## config.mk

```make
export PLATFORM = sky130hd
export DESIGN_NAME = sec_reg_gate
export DESIGN_NICKNAME = d
export VERILOG_FILES = /design/src/rtl/sec_gate_pkg.sv /design/src/rtl/sec_gate_path.sv /design/src/rtl/sec_gate_ctrl.sv /design/src/rtl/sec_reg_gate.sv
export SDC_FILE = /design/constraint.sdc
export NUM_CORES = 1
export LEC_CHECK = 0
export BUFFER_PORTS_ARGS = -buffer_cell sky130_fd_sc_hd__buf_2
export CORE_MARGIN = 2
export CORE_UTILIZATION = 29
export DETAILED_ROUTE_END_ITERATION = 12
export GPL_ROUTABILITY_DRIVEN = 0
export MAX_ROUTING_LAYER = met4
export SYNTH_ARGS = -nofsm -noshare
export SYNTH_HDL_FRONTEND = slang
export SYNTH_SLANG_ARGS = --single-unit
```

## constraint.sdc

```tcl
create_clock -name clk -period 4.3 [get_ports clk]
set_input_delay 0.86 -clock clk [delete_from_list [all_inputs] [get_ports clk]]
set_output_delay 0.86 -clock clk [all_outputs]
set_load 0.1 [all_outputs]
```

## src/rtl/sec_gate_pkg.sv

```systemverilog
package sec_gate_pkg;

  typedef enum logic [1:0] {
    ST_IDLE  = 2'd0,
    ST_CHECK = 2'd1,
    ST_BUS   = 2'd2,
    ST_RESP  = 2'd3
  } gateState_t;

  // strobes from the control FSM to the datapath
  typedef struct packed {
    logic capture;    // take request fields
    logic loadRdata;  // take bus read data
  } gateStrobe_t;

  localparam int FUNC_READ  = 20;
  localparam int FUNC_WRITE = 21;

endpackage

```

## src/rtl/sec_gate_path.sv

```systemverilog
module sec_gate_path
  import sec_gate_pkg::*;
#(
  parameter int ADDR_W = 32,
  parameter int DATA_W = 32,
  parameter int FUNC_W = 8,
  parameter logic [ADDR_W-1:0] REG_BASE = 32'hF000_0000,
  parameter bit LAYOUT_B = 1'b0
) (
  input  logic              clk,
  input  logic              rstN,
  input  gateStrobe_t       strb,
  input  logic [FUNC_W-1:0] reqFunc,
  input  logic [ADDR_W-1:0] reqAddr,
  input  logic [DATA_W-1:0] reqWdata,
  input  logic [DATA_W-1:0] busRdata,
  output logic              allowOk,
  output logic              isWrite,
  output logic [ADDR_W-1:0] heldAddr,
  output logic [DATA_W-1:0] heldWdata,
  output logic [DATA_W-1:0] rspRdata
);

  localparam int NUM_SINGLE = 3;
  localparam int NUM_WIN    = 3;
  localparam int NUM_CLK    = LAYOUT_B ? 3 : 4;
  localparam logic [ADDR_W-1:0] CLK_STRIDE = LAYOUT_B ? ADDR_W'(32'h8) : ADDR_W'(32'h14);

  function automatic logic [ADDR_W-1:0] singleOff(int idx);
    case (idx)
      0:       return ADDR_W'(32'h6F8008);
      1:       return ADDR_W'(32'h6F8240);
      default: return ADDR_W'(32'h6F8244);
    endcase
  endfunction

  function automatic logic [ADDR_W-1:0] winLo(int idx);
    case (idx)
      0:       return ADDR_W'(32'h6F8200);
      1:       return ADDR_W'(32'h6F8F00);
      default: return ADDR_W'(32'h6F9000);
    endcase
  endfunction

  function automatic logic [ADDR_W-1:0] winHi(int idx);
    case (idx)
      0:       return ADDR_W'(32'h6F8204);
      1:       return ADDR_W'(32'h6F8F1C);
      default: return ADDR_W'(32'h6F93F8);
    endcase
  endfunction

  function automatic logic [ADDR_W-1:0] clkOff(int idx);
    if (LAYOUT_B) begin
      case (idx)
        0:       return ADDR_W'(32'h6F8278);
        1:       return ADDR_W'(32'h6F827C);
        default: return ADDR_W'(32'h6F8C98);
      endcase
    end else begin
      case (idx)
        0:       return ADDR_W'(32'h6F8278);
        1:       return ADDR_W'(32'h6F8280);
        2:       return ADDR_W'(32'h6F8284);
        default: return ADDR_W'(32'h6F8C94);
      endcase
    end
  endfunction

  logic [FUNC_W-1:0] heldFunc;
  logic [NUM_SINGLE-1:0] singleHit;
  logic [NUM_WIN-1:0]    winHit;
  logic [2*NUM_CLK-1:0]  clkHit;
  logic funcOk;

  always_ff @(posedge clk) begin
    if (!rstN) begin
      heldFunc  <= '0;
      heldAddr  <= '0;
      heldWdata <= '0;
      rspRdata  <= '0;
    end else begin
      if (strb.capture) begin
        heldFunc  <= reqFunc;
        heldAddr  <= reqAddr;
        heldWdata <= reqWdata;
        rspRdata  <= '0;
      end
      if (strb.loadRdata && !isWrite) rspRdata <= busRdata;
    end
  end

  genvar gi;
  generate
    for (gi = 0; gi < NUM_SINGLE; gi++) begin : gSingle
      assign singleHit[gi] = (heldAddr == REG_BASE + singleOff(gi));
    end
    for (gi = 0; gi < NUM_WIN; gi++) begin : gWin
      assign winHit[gi] = (heldAddr >= REG_BASE + winLo(gi)) &&
                          (heldAddr <= REG_BASE + winHi(gi));
    end
    for (gi = 0; gi < NUM_CLK; gi++) begin : gClk
      assign clkHit[2*gi]   = (heldAddr == REG_BASE + clkOff(gi));
      assign clkHit[2*gi+1] = (heldAddr == REG_BASE + clkOff(gi) + CLK_STRIDE);
    end
  endgenerate

  assign isWrite = (heldFunc == FUNC_W'(FUNC_WRITE));
  assign funcOk  = (heldFunc == FUNC_W'(FUNC_READ)) || isWrite;
  assign allowOk = funcOk && ((|singleHit) || (|winHit) || (|clkHit));

endmodule

```

## src/rtl/sec_gate_ctrl.sv

```systemverilog
module sec_gate_ctrl
  import sec_gate_pkg::*;
(
  input  logic        clk,
  input  logic        rstN,
  input  logic        reqValid,
  output logic        reqReady,
  input  logic        allowOk,
  input  logic        busDone,
  output gateStrobe_t strb,
  output logic        busSel,
  output logic        rspValid,
  output logic        rspErr
);

  gateState_t curState, nxtState;

  always_comb begin
    nxtState = curState;
    case (curState)
      ST_IDLE:  if (reqValid) nxtState = ST_CHECK;
      ST_CHECK: nxtState = allowOk ? ST_BUS : ST_RESP;
      ST_BUS:   if (busDone) nxtState = ST_RESP;
      default:  nxtState = ST_IDLE;
    endcase
  end

  always_ff @(posedge clk) begin
    if (!rstN) begin
      curState <= ST_IDLE;
      rspErr   <= 1'b0;
    end else begin
      curState <= nxtState;
      if (curState == ST_CHECK) rspErr <= !allowOk;
      else if (curState == ST_IDLE) rspErr <= 1'b0;
    end
  end

  assign reqReady       = (curState == ST_IDLE);
  assign strb.capture   = reqValid && reqReady;
  assign strb.loadRdata = (curState == ST_BUS) && busDone;
  assign busSel         = (curState == ST_BUS);
  assign rspValid       = (curState == ST_RESP);

  // rejected decision: error response next cycle, bus untouched
  assert_reject_no_bus_R4: assert property (@(posedge clk) disable iff (!rstN)
    (curState == ST_CHECK && !allowOk) |=> (rspValid && rspErr && !busSel));

  assert_ready_drops_R9: assert property (@(posedge clk) disable iff (!rstN)
    (reqValid && reqReady) |=> !reqReady);

  assert_rsp_pulse_R9: assert property (@(posedge clk) disable iff (!rstN)
    rspValid |=> !rspValid);

  assert_bus_hold_R10: assert property (@(posedge clk) disable iff (!rstN)
    (busSel && !busDone) |=> busSel);

  assert_bus_rsp_excl_R10: assert property (@(posedge clk) disable iff (!rstN)
    $onehot0({busSel, rspValid}));

endmodule

```

## src/rtl/sec_reg_gate.sv

```systemverilog
module sec_reg_gate
  import sec_gate_pkg::*;
#(
  parameter int ADDR_W = 32,
  parameter int DATA_W = 32,
  parameter int FUNC_W = 8,
  parameter logic [ADDR_W-1:0] REG_BASE = 32'hF000_0000,
  parameter bit LAYOUT_B = 1'b0
) (
  input  logic              clk,
  input  logic              rstN,
  input  logic              reqValid,
  output logic              reqReady,
  input  logic [FUNC_W-1:0] reqFunc,
  input  logic [ADDR_W-1:0] reqAddr,
  input  logic [DATA_W-1:0] reqWdata,
  output logic              rspValid,
  output logic              rspErr,
  output logic [DATA_W-1:0] rspRdata,
  output logic              busSel,
  output logic              busWrite,
  output logic [ADDR_W-1:0] busAddr,
  output logic [DATA_W-1:0] busWdata,
  input  logic [DATA_W-1:0] busRdata,
  input  logic              busDone
);

  gateStrobe_t strb;
  logic allowOk;
  logic isWrite;

  sec_gate_ctrl u_ctrl (
    .clk      (clk),
    .rstN     (rstN),
    .reqValid (reqValid),
    .reqReady (reqReady),
    .allowOk  (allowOk),
    .busDone  (busDone),
    .strb     (strb),
    .busSel   (busSel),
    .rspValid (rspValid),
    .rspErr   (rspErr)
  );

  sec_gate_path #(
    .ADDR_W   (ADDR_W),
    .DATA_W   (DATA_W),
    .FUNC_W   (FUNC_W),
    .REG_BASE (REG_BASE),
    .LAYOUT_B (LAYOUT_B)
  ) u_path (
    .clk       (clk),
    .rstN      (rstN),
    .strb      (strb),
    .reqFunc   (reqFunc),
    .reqAddr   (reqAddr),
    .reqWdata  (reqWdata),
    .busRdata  (busRdata),
    .allowOk   (allowOk),
    .isWrite   (isWrite),
    .heldAddr  (busAddr),
    .heldWdata (busWdata),
    .rspRdata  (rspRdata)
  );

  assign busWrite = busSel && isWrite;

  assert_bus_stable_R10: assert property (@(posedge clk) disable iff (!rstN)
    (busSel && !busDone) |=> ($stable(busAddr) && $stable(busWdata) && $stable(busWrite)));

  assert_err_zero_data_R3: assert property (@(posedge clk) disable iff (!rstN)
    (rspValid && rspErr) |-> (rspRdata == '0));

endmodule

```

# Yosys cells after proc, flatten, opt, wreduce, memory -nomap -nowiden
# Index checks and enable logic that the tools add are counted.
word_totals:
  input_bits: 108
  output_inout_bits: 101
  ff_bits: 107
op_classes:
  n_mux: 8
  magnitude_cmp: 6
  reduce_logical: 20
  n_eq_ne: 18
op_table:
  columns: ["cell", "n"]
  rows:
  - ["$eq 32x32->1 const B", 11]
  - ["$ge 32x32->1 const B", 3]
  - ["$le 32x32->1 const B", 3]
  - ["$mux 32", 2]
  - ["$eq 8x5->1 const B", 2]
  - ["$logic_and 1x1->1", 8]
  - ["$reduce_or 8->1", 1]
  - ["$pmux 2 s3", 1]
  - ["$reduce_or 3->1", 2]
  - ["$eq 2x2->1 const B", 2]
  - ["$mux 2", 2]
  - ["$reduce_bool 2->1", 2]
  - ["$logic_or 1x1->1", 3]
  - ["$mux 1", 3]
  - ["$eq 2x1->1 const B", 1]
  - ["$logic_not 1->1", 2]
  - ["$logic_not 2->1", 1]
  - ["$ne 2x1->1 const B", 1]
  - ["$ne 2x2->1 const B", 1]
  - ["$reduce_and 2->1", 1]

# Longest topological paths before layout
logic_depth:
  depth_word: 8
  ltp_mapped: 8

# Hierarchy
# Synthesis repeated with hierarchy kept, for this count alone.
unflattened:
  hier_cells: 463
  hier_area_um2: 4596.9
modules_own_cells:
  columns: ["module", "seq_area_each_um2", "cells_per_inst", "area_per_inst_um2", "instances"]
  rows:
  - ["sec_gate_path", 2082.0, 437, 4375.4, 1]
  - ["sec_gate_ctrl", 60.1, 25, 215.2, 1]
  - ["sec_reg_gate", 0.0, 1, 6.3, 1]

# Worst setup path after synthesis
# Ideal clock, no wire load.
synth_timing:
  path_kind: "register to output"
  from: "register u_ctrl.curState[0]"
  to: "output port busWrite"
  t_arrival_ns: 2.670
  stages_incl_launch_ff: 5
  path_slack_ns: 0.770
  path_cell_list: "dfxtp_1 > inv_1 > ha_1 > inv_1 > nor2_1"
synth_between:
  elab_chain_len: 2
synth_rtl:
  columns: ["item", "line_no", "source"]
  rows:
  - ["from (decl)", "sec_gate_ctrl.sv:16", "gateState_t curState, nxtState;"]
  - ["from (signal assigned)", "sec_gate_ctrl.sv:33", "curState <= nxtState;"]
  - ["$eq 2x2->1", "sec_gate_ctrl.sv:42", "assign busSel = (curState == ST_BUS);"]
  - ["net busSel", "sec_reg_gate.sv:20", "output logic busSel,"]
  - ["$logic_and 1x1->1", "sec_reg_gate.sv:66", "assign busWrite = busSel && isWrite;"]
  - ["to (decl)", "sec_reg_gate.sv:21", "output logic busWrite,"]
# The timed path passes the listed nets, and every way through them passes these cells.

# Worst setup path after layout
layout_timing:
  from: "register u_path.heldFunc[5]"
  to: "output port busWrite"
layout_between:
  elab_chain_len: 2
layout_rtl:
  columns: ["item", "line_no", "source"]
  rows:
  - ["from (decl)", "sec_gate_path.sv:70", "logic [FUNC_W-1:0] heldFunc;"]
  - ["from (signal assigned)", "sec_gate_path.sv:84", "heldFunc <= reqFunc;"]
  - ["$eq 8x5->1", "sec_gate_path.sv:108", "assign isWrite = (heldFunc == FUNC_W'(FUNC_WRITE));"]
  - ["$logic_and 1x1->1", "sec_reg_gate.sv:66", null]
# No other way between the ends.

==> results.toml <==
[die]
core_area_sq_mm = 0.0144
fp.dieW_microns = 125
ioPinCount = 209
die_height_microns = 125
start_util_pct = 29.5
die-area_sq_mm = 0.0157
rows = 44

[clock_tree]
numCtsBuffers = 9
cts.sink_count = 107
cts_buffer_depth = 2
postCtsHoldBufs = 0
htreeDepth = 3
cts_root_buf = "clkbuf_16"
cts_tree = "built"
clk_pin_slew_ns = 0.08
cts_resized = 0
cts_setup_buffers = 0
insertion_delay_ns = 0.35

[final_layout]
antenna_cells = 0
syn2layout_area_growth_pct = 34.3
drive_above_1_share_pct = 33.0
fill_cells = 1557
layout.nets = 843

[setup_path]
cp-start-kind = "flip-flop"
crit_required_ns = 3.44
critPathMaxFanout = 3
worstPathArrival_ns = 1.93
r2r-start = "u_ctrl.curState[0]"
worstSetupPathType = "reg2out"
r2r-end = "u_path.heldAddr[4]"
r2r_slack_ns = 2.04
endpoint_kind = "primary output"
worst_r2r_path_depth = 6

[global_routing]
met1_usage_pct = 19.8
grt_usage_pct = 15.9
grt.busiest_layer = "met2"
grt_max_degree = 105
grt_pass1_vias = 4011
antenna_found_initial = 0
met3_usage_pct = 3.94
met2_usage_pct = 25.2
grt_overflow = 0
grt_pass1_wl_microns = 19800

[min_path]
hold_depth = 2
min_from = "u_path.heldWdata[9]"
hold_class = "reg2reg"
min_to = "u_path.heldWdata[9]"

[timing]
fmax_mhz = 358
hold_violations = 0
tns_ns = 0
skew_ns = 0.00680
period_needed_ns = 2.79
rsz0062_at_grt = "false"
fin_crit_sh_pct = 65.0
maxSlewHeadroom_pct = 21.3
tightest_slew_ns = 1.18
slew_viol_final = 0
holdWs_ns = 0.451
setup_viol = 0

[pwr]
ir_worst_vdd_mv = 0.367
p_clk_share_pct = 21.3
seqPwrFrac_pct = 30.8
leakagePower_nw = 2.56
p_sw_share_pct = 52.4
power.total_mw = 4.14
p_switching_mw = 2.17
p_int_mw = 1.97
power_density_mw_per_mm2 = 724
comb_power_share_pct = 47.9

[yosys]
ys_ff_latch = 107
synth_compound_area_share_pct = 16.4
synth_edf_count = 0
synth_top_family_by_area = "simple AND/OR/NAND/NOR gates"
seq_area_frac_synth_pct = 50.3
synth_xor_area_share_pct = 0.206
synthSimpleGateAreaFrac_pct = 27.3
synthCells = 546
synth_warnings = 0
muxShareOfSynthArea_pct = 0.235
syn_avg_cell_area_sq_um = 7.80
synth_area_sq_mm = 0.00426
ys.flop_type = "dfxtp_1"
synth_fa_ha_area_share_pct = 1.17
syn_nets = 658
synthArstFlopShare_pct = 0
ys_types = 49

[placement]
place_hpwl_microns = 8510
io_buffers = 208

[routing]
vias = 4325
wl_per_cell_microns = 13.5
drc = 0
dr.first_iter.drc_count = 230
wl_microns = 12400
vias_per_cell = 4.70
final_antenna_net_count = 0
drt-pass1-iter-count = 4

[outcome]
status = "finished, final reports clean"

[job]
drv_cap = 0
[cells by family (layout without fill, tap and decap cells)]
group | Yosys count | count (layout)
compound gates | 127 | 127
xor+xnor | 1 | 1
fa+ha+maj | 4 | 4
buf+inv | 45 | 235
flops | 107 | 107
mux | 1 | 1
simple gates | 261 | 261
[cells in the mapped netlist, types with 2 or more instances]
cell / count / area [sq um]
nand2_1: 186 / 698
dfxtp_1: 107 / 2140
a21oi_1: 106 / 531
nand3_1: 36 / 180
clkbuf_1: 32 / 120
nor2_1: 7 / 26.3
inv_1: 6 / 22.5
a31oi_1: 4 / 25.0
ha_1: 4 / 50.1
nand4_1: 4 / 25.0
nor4_1: 4 / 25.0
and3_1: 3 / 18.8
buf_2: 3 / 15.0
nand2b_1: 3 / 18.8
nor3_1: 3 / 15.0
o21ai_0: 3 / 15.0
o22ai_1: 2 / 12.5
or3_2: 2 / 15.0
[per-layer routing]
layer	wire (microns)	up-vias	part of all wire, %
li1	-	2212	-
met1	5730	1996	46
met2	5860	102	47
met3	582	15	4.7
met4	238	0	1.9
met5	0	-	0
[layout make-up]
type / count / area [sq um] / area share [%]
Sequential cell: 107 / 2140 / 37.4
Multi-Input combinational cell: 394 / 1940 / 33.9
Timing Repair Buffer: 212 / 1070 / 18.7
Tap cell: 184 / 230 / 4.02
Clock buffer: 9 / 225 / 3.94
Clock inverter: 7 / 88.8 / 1.55
Inverter: 7 / 27.5 / 0.481
[critical path, cell delays in order, from the launching register on]
cell       delay, ns
dfxtp_1         0.32
nand4bb_1       0.19
nor4_1          0.35
nand2_1         0.17
nor2_1          0.12
buf_2           0.44
[sequential cells by signal, summed over array words and instances (netlist names)]
| signal | flops |
|---|---|
| u_ctrl.curState | 2 |
| u_ctrl.rspErr | 1 |
| u_path.heldAddr | 32 |
| u_path.heldFunc | 8 |
| u_path.heldWdata | 32 |
| u_path.rspRdata | 32 |
[power by group through the flow]
stage	clock network [mW]	registers [mW]	logic [mW]
after detailed placement	0	1.30	2.00
final	0.881	1.28	1.98
after CTS	0.918	1.28	2.00
after floorplan	0	2.29	0.658
after global placement	0	1.30	1.99
after global routing	0.954	1.31	2.11
[layout by cell type (no fill, tap or decap), drive strengths merged, types with 2 or more instances in the layout]
cell,count
nand3,36
dfxtp,107
nor2,7
nand2b,3
and3,3
a21o,2
buf,212
clkbuf,9
a21oi,106
ha,4
nor4,4
inv,11
nor3,4
a31oi,4
o22ai,2
nand2,186
nand4,4
o21ai,3
or3,3
nor4b,2
[worst max path at each step]
stage / startpoint / to / slack, ns / cells past startpoint
global route: u_path.heldFunc[5] / busWrite / 1.31 / 5
floorplan: u_ctrl.curState[0] / busWrite / 0.77 / 4
CTS: u_path.heldFunc[5] / busWrite / 1.41 / 5
detailed placement: reqValid / u_path.heldAddr[4] / 1.78 / 5
finish: u_path.heldFunc[5] / busWrite / 1.51 / 5
global placement: reqValid / u_path.heldAddr[2] / 1.80 / 5
[through the flow]
stage | cells | instance area (sq um) | util [%] | worst slack (ns)
floorplan | 546 | 4260 | - | 0.770
global placement | 904 | 5410 | 37.5 | 1.80
detailed placement | 904 | 5410 | 37.5 | 1.78
CTS | 920 | 5720 | 39.7 | 1.41
global route | 920 | 5720 | 39.7 | 1.31
finish | 920 | 5720 | 39.7 | 1.51
No activity file was read; power rests on OpenSTA's default activity.
